`src/rtl/bus_sema_pkg.sv`:
```
package bus_sema_pkg;
  localparam int unsigned REQ_BIT = 4;
  localparam int unsigned REL_BIT = 5;

  typedef enum logic [1:0] {
    OWN_NONE = 2'd0,
    OWN_HOST = 2'd1,
    OWN_EC   = 2'd2
  } owner_e;
endpackage

```
`src/rtl/bus_sema_regif.sv`:
```
module bus_sema_regif
  import bus_sema_pkg::*;
#(
  parameter int unsigned ADDR_W  = 4,
  parameter int unsigned DATA_W  = 8,
  parameter int unsigned REG_OFF = 8
) (
  input  logic              we_i,
  input  logic [ADDR_W-1:0] addr_i,
  input  logic [DATA_W-1:0] wdata_i,
  input  logic              host_owns_i,
  output logic              req_wr_o,
  output logic              rel_wr_o,
  output logic [DATA_W-1:0] rdata_o
);
  localparam logic [ADDR_W-1:0] OFF = ADDR_W'(REG_OFF);

  logic hit;
  logic unused_wdata;

  assign hit          = (addr_i == OFF);
  assign req_wr_o     = we_i && hit && wdata_i[REQ_BIT];
  assign rel_wr_o     = we_i && hit && wdata_i[REL_BIT];
  assign unused_wdata = ^wdata_i;

  // release bit is write-only, reads back 0
  always_comb begin
    rdata_o = '0;
    if (hit) rdata_o[REQ_BIT] = host_owns_i;
  end
endmodule

```
`src/rtl/bus_sema_arb.sv`:
```
module bus_sema_arb
  import bus_sema_pkg::*;
(
  input  logic   clk_i,
  input  logic   rst_ni,
  input  logic   host_req_wr_i,
  input  logic   host_rel_wr_i,
  input  logic   ec_req_i,
  input  logic   ec_rel_i,
  output owner_e owner_o
);
  owner_e owner_q, owner_d;
  logic   host_pend_q, host_pend_d;
  logic   host_want;

  // release in the same write overrides request
  assign host_want = (host_pend_q | host_req_wr_i) & ~host_rel_wr_i;

  always_comb begin
    owner_d = owner_q;
    unique case (owner_q)
      OWN_NONE: begin
        if (ec_req_i)       owner_d = OWN_EC;   // EC wins ties
        else if (host_want) owner_d = OWN_HOST;
      end
      OWN_HOST: if (host_rel_wr_i) owner_d = ec_req_i  ? OWN_EC   : OWN_NONE;
      OWN_EC:   if (ec_rel_i)      owner_d = host_want ? OWN_HOST : OWN_NONE;
      default:  owner_d = OWN_NONE;
    endcase
    host_pend_d = host_want && (owner_q != OWN_HOST) && (owner_d != OWN_HOST);
  end

  always_ff @(posedge clk_i or negedge rst_ni) begin
    if (!rst_ni) begin
      owner_q     <= OWN_NONE;
      host_pend_q <= 1'b0;
    end else begin
      owner_q     <= owner_d;
      host_pend_q <= host_pend_d;
    end
  end

  assign owner_o = owner_q;

  AST_HOST_HOLD: assert property (@(posedge clk_i) disable iff (!rst_ni)
    (owner_q == OWN_HOST && !host_rel_wr_i) |=> (owner_q == OWN_HOST));
  AST_EC_HOLD: assert property (@(posedge clk_i) disable iff (!rst_ni)
    (owner_q == OWN_EC && !ec_rel_i) |=> (owner_q == OWN_EC));
  AST_EC_TIE: assert property (@(posedge clk_i) disable iff (!rst_ni)
    (owner_q == OWN_NONE && ec_req_i) |=> (owner_q == OWN_EC));
  AST_HANDOFF: assert property (@(posedge clk_i) disable iff (!rst_ni)
    (owner_q == OWN_EC && ec_rel_i && host_pend_q && !host_rel_wr_i) |=> (owner_q == OWN_HOST));
  AST_NO_PEND_OWNER: assert property (@(posedge clk_i) disable iff (!rst_ni)
    (owner_q == OWN_HOST) |-> !host_pend_q);
endmodule

```
`src/rtl/bus_sema.sv`:
```
module bus_sema
  import bus_sema_pkg::*;
#(
  parameter int unsigned ADDR_W  = 4,
  parameter int unsigned DATA_W  = 8,
  parameter int unsigned REG_OFF = 8
) (
  input  logic              clk_i,
  input  logic              rst_ni,
  input  logic              reg_we_i,
  input  logic [ADDR_W-1:0] reg_addr_i,
  input  logic [DATA_W-1:0] reg_wdata_i,
  output logic [DATA_W-1:0] reg_rdata_o,
  input  logic              ec_req_i,
  input  logic              ec_rel_i,
  output logic              ec_grant_o,
  output logic              busy_o
);
  owner_e owner;
  logic   req_wr, rel_wr;

  bus_sema_regif #(
    .ADDR_W (ADDR_W),
    .DATA_W (DATA_W),
    .REG_OFF(REG_OFF)
  ) u_regif (
    .we_i       (reg_we_i),
    .addr_i     (reg_addr_i),
    .wdata_i    (reg_wdata_i),
    .host_owns_i(owner == OWN_HOST),
    .req_wr_o   (req_wr),
    .rel_wr_o   (rel_wr),
    .rdata_o    (reg_rdata_o)
  );

  bus_sema_arb u_arb (
    .clk_i        (clk_i),
    .rst_ni       (rst_ni),
    .host_req_wr_i(req_wr),
    .host_rel_wr_i(rel_wr),
    .ec_req_i     (ec_req_i),
    .ec_rel_i     (ec_rel_i),
    .owner_o      (owner)
  );

  assign ec_grant_o = (owner == OWN_EC);
  assign busy_o     = (owner != OWN_NONE);
endmodule

```
`config.mk`:
```
export PLATFORM = sky130hd
export DESIGN_NAME = bus_sema
export DESIGN_NICKNAME = d
export VERILOG_FILES = /design/src/rtl/bus_sema_pkg.sv /design/src/rtl/bus_sema_regif.sv /design/src/rtl/bus_sema_arb.sv /design/src/rtl/bus_sema.sv
export SDC_FILE = /design/constraint.sdc
export NUM_CORES = 1
export LEC_CHECK = 0
export BUFFER_PORTS_ARGS = -buffer_cell sky130_fd_sc_hd__clkbuf_2
export CORE_AREA = 4 4 41 43
export DETAILED_ROUTE_END_ITERATION = 10
export DIE_AREA = 0 0 45 47
export PLACE_DENSITY = 0.63
export SETUP_SLACK_MARGIN = 0.4
export SLEW_MARGIN = 20
export SYNTH_ARGS = -nofsm -noshare
export SYNTH_HDL_FRONTEND = slang
export SYNTH_SLANG_ARGS = --single-unit
```
`constraint.sdc`:
```
create_clock -name clk_i -period 0.97 [get_ports clk_i]
set_input_delay 0.194 -clock clk_i [delete_from_list [all_inputs] [get_ports clk_i]]
set_output_delay 0.194 -clock clk_i [all_outputs]
set_load 0.01 [all_outputs]
```
Word level (Yosys, flattened, before mapping)

Index checks and enable logic that the tools add are counted.
W data, S select, Z words.

Word-level logic and storage cells: 25
Register bits: 3
Bits of input ports: 17
Output and inout port bits: 10

Bitwise operators: 3
Reductions and logical operators: 7
Equal/unequal tests: 5
Muxes and demuxes: 8

Operators by type and width:

| kind                 | number |
|---|---|
| $mux W2              | 5 |
| $pmux W2 S3          | 1 |
| $logic_and A1 B1 Y1  | 5 |
| $eq A4 B4 Y1 const B | 1 |
| $ne A2 B1 Y1 const B | 2 |
| $eq A2 B1 Y1 const B | 1 |
| $eq A2 B2 Y1 const B | 1 |
| $logic_not A2 Y1     | 1 |
| $mux W1              | 2 |
| $reduce_bool A2 Y1   | 1 |
| $and A1 B1 Y1        | 1 |
| $not A1 Y1           | 1 |
| $or A1 B1 Y1         | 1 |

Longest topological paths before layout

Depth after elaboration: 10
Gate-level depth with buffers: 3
Mapped depth without buffers: 3

Hierarchy

Synthesis repeated with hierarchy kept, for this count alone.

Cells, all modules: 32
Area, all modules: 274.0 um^2

Modules (own cells, without submodules):

| module         | instances | cells an instance | area an instance (um^2) | seq. area each (um^2) |
|---|---|---|---|---|
| bus_sema_arb   | 1         | 17                | 155.1                   | 75.1 |
| bus_sema_regif | 1         | 12                | 100.1                   | 0.0 |
| bus_sema       | 1         | 3                 | 18.8                    | 0.0 |

Worst setup path before layout

No wires, ideal clock.

Path type: reg2reg
Start point: register u_arb.owner_q[1], in the netlist u_arb.owner_o[1]
End point: register u_arb.owner_q[0], in the netlist u_arb.owner_o[0]
Buffers on the path: 0
Cell stages (with the launch flop): 4
Arrival: 0.852 ns
Clock period less this slack: 0.972 ns
Library setup time: 0.120 ns
Slack: -0.002 ns
Required time: 0.850 ns
Cell sequence: dfrtp_1 nand2b_1 a2bb2oi_1 and3_1

Word-level cells in the longest chain between the ends: 2
Elaborated cells between the ends (all ways): 4
Classes of those cells: eq/ne: 2; mux: 1; reduce/logical: 1

RTL lines:

| item                                       | line               | source |
|---|---|---|
| start, declared                            | bus_sema_arb.sv:12 | `owner_e owner_q, owner_d;` |
| start signal, assigned                     | bus_sema_arb.sv:38 | `owner_q <= owner_d;` |
| $eq A2 B2 Y1, or another cell as far along | bus_sema_arb.sv:21 | `unique case (owner_q)` |
| $pmux W2 S3 *                              | bus_sema_arb.sv:21 |  |
| via u_arb.owner_d[0]                       | bus_sema_arb.sv:12 |  |

Mark *: on every way through the listed nets, which the timed path passes. The rest lies on a longest branch.

Final worst setup path

Start point: register u_arb.owner_q[0], in the netlist u_arb.owner_o[0]
End point: output busy_o

Word-level cells in the longest chain between the ends: 1

RTL lines:

| item               | line           | source |
|---|---|---|
| $reduce_bool A2 Y1 | bus_sema.sv:47 | `assign busy_o = (owner != OWN_NONE);` |
| end, declared      | bus_sema.sv:17 | `output logic busy_o` |

Every way passes these cells.

==> tab_implementation.tex <==
\begin{tabular}{lr}
\hline
Metric & Value \\
\hline
\multicolumn{2}{l}{\textbf{Routing}} \\
\quad Starting DRC count in detailed routing & 3 \\
\quad Routed vias & about 230 \\
\quad Final routed DRC violation total & 0 \\
\quad Post-DRT Antenna Nets & 0 \\
\quad Total Routed Length & between 500 and 600 microns \\
\quad Number of detailed-route iterations in the first pass & 4 \\
\quad Vias per cell & 3.705 \\
\quad Drt wl/cell & between 9 and 10 microns \\
\multicolumn{2}{l}{\textbf{Placed design}} \\
\quad Count of buffers from port buffering & 13 \\
\quad Final weighted congestion of routability-driven global placement & 0.6415 \\
\quad HPWL reported at the end of detailed placement & 482.9 microns \\
\multicolumn{2}{l}{\textbf{Finish}} \\
\quad Layout overhead on the synthesized area & 57.28\% \\
\quad Number of nets at the end of the flow & 64 \\
\quad Share of post-route cells with drive strength above 1 & about 59\% \\
\quad Number of antenna cells inserted & 0 \\
\quad Fill cells & 153 \\
\multicolumn{2}{l}{\textbf{Clocking}} \\
\quad TritonCTS clock tree & built \\
\quad H-tree depth & 1 \\
\quad Clock-pin slew reported for the worst setup and hold paths after clock tree synthesis & around 0.03 ns \\
\quad Longest Clk Path Bufs & 2 \\
\quad Clock root cell & clkbuf\_4 \\
\quad Num CTS Buffers & 3 \\
\quad Number of sinks handled by clock tree synthesis & 3 \\
\quad Clock latency on the worst-skew pair & around 0.24 ns \\
\multicolumn{2}{l}{\textbf{Global routing}} \\
\quad Global router's overall resource usage & about 6.6\% \\
\quad Antenna violations before repair & 0 \\
\quad Global route total overflow & 0 \\
\quad Vias in the first global route & 190 \\
\quad Largest net degree at the start of global routing & 6 \\
\quad First-pass GRT wire length & roughly 800 microns \\
\multicolumn{2}{l}{\textbf{Setup path}} \\
\quad Path depth of the worst reg2reg path & 3 \\
\quad R2r setup slk & -0.15 ns \\
\quad Startpoint-to-endpoint class of the critical path & reg -> out \\
\quad Worst flop-to-flop path startpoint & u\_arb.owner\_o[0] \\
\quad Worst setup path startpoint & u\_arb.owner\_o[0] \\
\quad Endpoint type of the worst setup path & primary output \\
\quad Crit-path slowest cell & dfrtp\_2 \\
\quad Max incr delay on CP & $\sim$0.41 ns \\
\quad Signal arrival time at the worst endpoint & 1.00 ns \\
\quad Capturing point of the worst reg2reg path & u\_arb.owner\_o[0] \\
\quad Maximum net fanout on the critical path & 4 \\
\quad Required time reported for the critical path endpoint & $\sim$0.8 ns \\
\quad Type of element launching the critical path & register \\
\quad Cells along the critical path & or2\_4 > clkbuf\_2 \\
\multicolumn{2}{l}{\textbf{Yosys}} \\
\quad Synthesis warning total & 0 \\
\quad Post-synthesis instance area & 257.7 sq um \\
\quad Part of the Yosys area used for sequential elements & between 20 and 30\% \\
\quad Number of distinct library cells after synthesis & 16 \\
\quad Post-synthesis area per instance & about 9.9 sq um \\
\quad Synthesized netlist cell count & 26 \\
\quad Flop and latch count out of synthesis & 3 \\
\multicolumn{2}{l}{\textbf{Die}} \\
\quad Initial cell density of the core & slightly below 20\% \\
\quad Total Die Area & roughly 2100 sq um \\
\quad Core Rows & 13 \\
\quad Die height & between 40 and 50 microns \\
\quad Placeable core area & between 1000 and 1500 sq um \\
\quad DIE WIDTH & 45 microns \\
\quad Boundary Pins & 27 \\
\multicolumn{2}{l}{\textbf{Pwr}} \\
\quad Peak VDD IR & about 0.00032 V \\
\quad Pwr/cell area & approximately 1400 nW/um\^{}2 \\
\quad Static power due to leakage & $\sim$0.00022 uW \\
\quad Total power draw & between 500 and 600 uW \\
\multicolumn{2}{l}{\textbf{Min path}} \\
\quad Worst hold path startpoint & ec\_req\_i \\
\quad Hold depth & 3 \\
\quad End of the worst hold path & u\_arb.owner\_o[1] \\
\quad Worst hold path type & in -> reg \\
\multicolumn{2}{l}{\textbf{Timing}} \\
\quad Post-Route Hold Slack & between 0.2 and 0.25 ns \\
\quad Pins Over Slew Limit & 0 \\
\quad Final setup violation count & 5 \\
\quad Hold Violations, Final & 0 \\
\quad Tcrit/Tclk final & 123.3\% \\
\quad Final critical path time including I/O delays and setup & approximately 1.2 ns \\
\quad Final setup margin & -0.2261 ns \\
\quad RSZ-0062 raised after global routing & true \\
\quad Worst-case clock skew & around 0.0026 ns \\
\quad Maximum clock frequency & 0.8361 GHz \\
\multicolumn{2}{l}{\textbf{Job}} \\
\quad Maximum Capacitance Violations & 0 \\
\multicolumn{2}{l}{\textbf{Outcome}} \\
\quad Outcome & finished, violations left \\
\quad Failing checks & negative setup slack \\
\hline
\end{tabular}
## state kept, by name, summed over array words and instances (netlist names)
register,count
u_arb.host_pend_q,1
u_arb.owner_o,2
## layer usage
metal | up-vias | global-route usage, % | wire [microns]
li1 | 118 | - | -
met1 | 92 | 5.492 | 184
met2 | 14 | 7.910 | 294
met3 | 2 | 4.981 | 91
met4 | 0 | 10.53 | 8
met5 | - | 0 | 0
## timing repair
item / 4_1_cts / 5_1_grt
pin swaps: 1 / 1
hold buffers: 1 / 0
endpoints found under the setup margin: 6 / 6
cloned: 0 / 0
buffers inserted: 1 / 0
resized for setup: 3 / 4
hold endpoints to repair: 3 / 0
## power breakdown
part | internal (uW) | switching [uW] | total [uW]
Combinational | 120 | 86.9 | 207
Sequential | 139 | 14.5 | 154
Clock | 154 | 67.7 | 222
## cell usage in the layout, fill, tap and decap left out, types with 2 or more instances in the layout
cell type	instances
conb_1	7
clkbuf_2	11
dfrtp_1	2
buf_6	2
clkbuf_4	3
buf_4	2
nand2b_4	2
## logic make-up (layout without fill, tap and decap cells)
group | after synthesis | count (layout) | synth area share [%]
AO/OA/AOI/OAI | 5 | 5 | 14.56
buffers and inverters | 7 | 21 | 20.39
flip-flops | 3 | 3 | 29.13
other | 1 | 7 | 1.455
AND/OR/NAND/NOR | 10 | 10 | 34.47
## layout make-up
type / count / area, sq um / share of cell area, %
Clock buffer: 4 / 26.28 / 6.481
Sequential cell: 3 / 76.32 / 18.83
Multi-Input combinational cell: 22 / 176.4 / 43.52
Tap cell: 15 / 18.77 / 4.630
Timing Repair Buffer: 17 / 107.6 / 26.54
## worst max path at each step
stage	to	slack, ns	cells past startpoint
2_1_floorplan	u_arb.owner_o[0]	0.03	2
5_1_grt	reg_rdata_o[4]	-0.26	2
4_1_cts	busy_o	-0.24	2
3_5_place_dp	u_arb.owner_o[0]	-0.22	5
6_report	busy_o	-0.23	2
3_3_place_gp	u_arb.owner_o[0]	-0.18	5
## synthesized netlist by cell type
master,instances,area share [%]
nand2b_1,3,7.3
conb_1,1,1.5
nor4b_4,1,9.2
a311o_1,1,3.9
a2bb2oi_1,1,3.4
nand3_1,1,1.9
o21ai_0,1,1.9
nor2b_1,1,2.4
and3b_2,1,3.9
and3_1,1,2.4
buf_4,7,20
nor3b_2,1,4.9
a31oi_1,1,2.4
dfrtp_1,3,29
a21o_1,1,2.9
or2_2,1,2.4
## through the flow
stage	instance area, sq um	setup TNS (ns)	util (%)	setup WS [ns]	cells
floorplan	294.0	0	-	0.03391	32
global placement	340.3	-0.6796	26.15	-0.1829	55
detailed placement	340.3	-0.7596	26.15	-0.2171	55
CTS	391.6	-0.8561	30.10	-0.2397	61
global route	405.4	-1.020	31.15	-0.2598	61
finish	405.4	-0.7857	31.15	-0.2261	61
## critical path, delay by kind of cell, from the launching register on
| family | cells | cell delay [ns] |
|---|---|---|
| and+or+nand+nor | 1 | 0.24 |
| buffers and inverters | 1 | 0.12 |
| DFF | 1 | 0.41 |
Note: power is estimated with default switching activity, not from simulation.
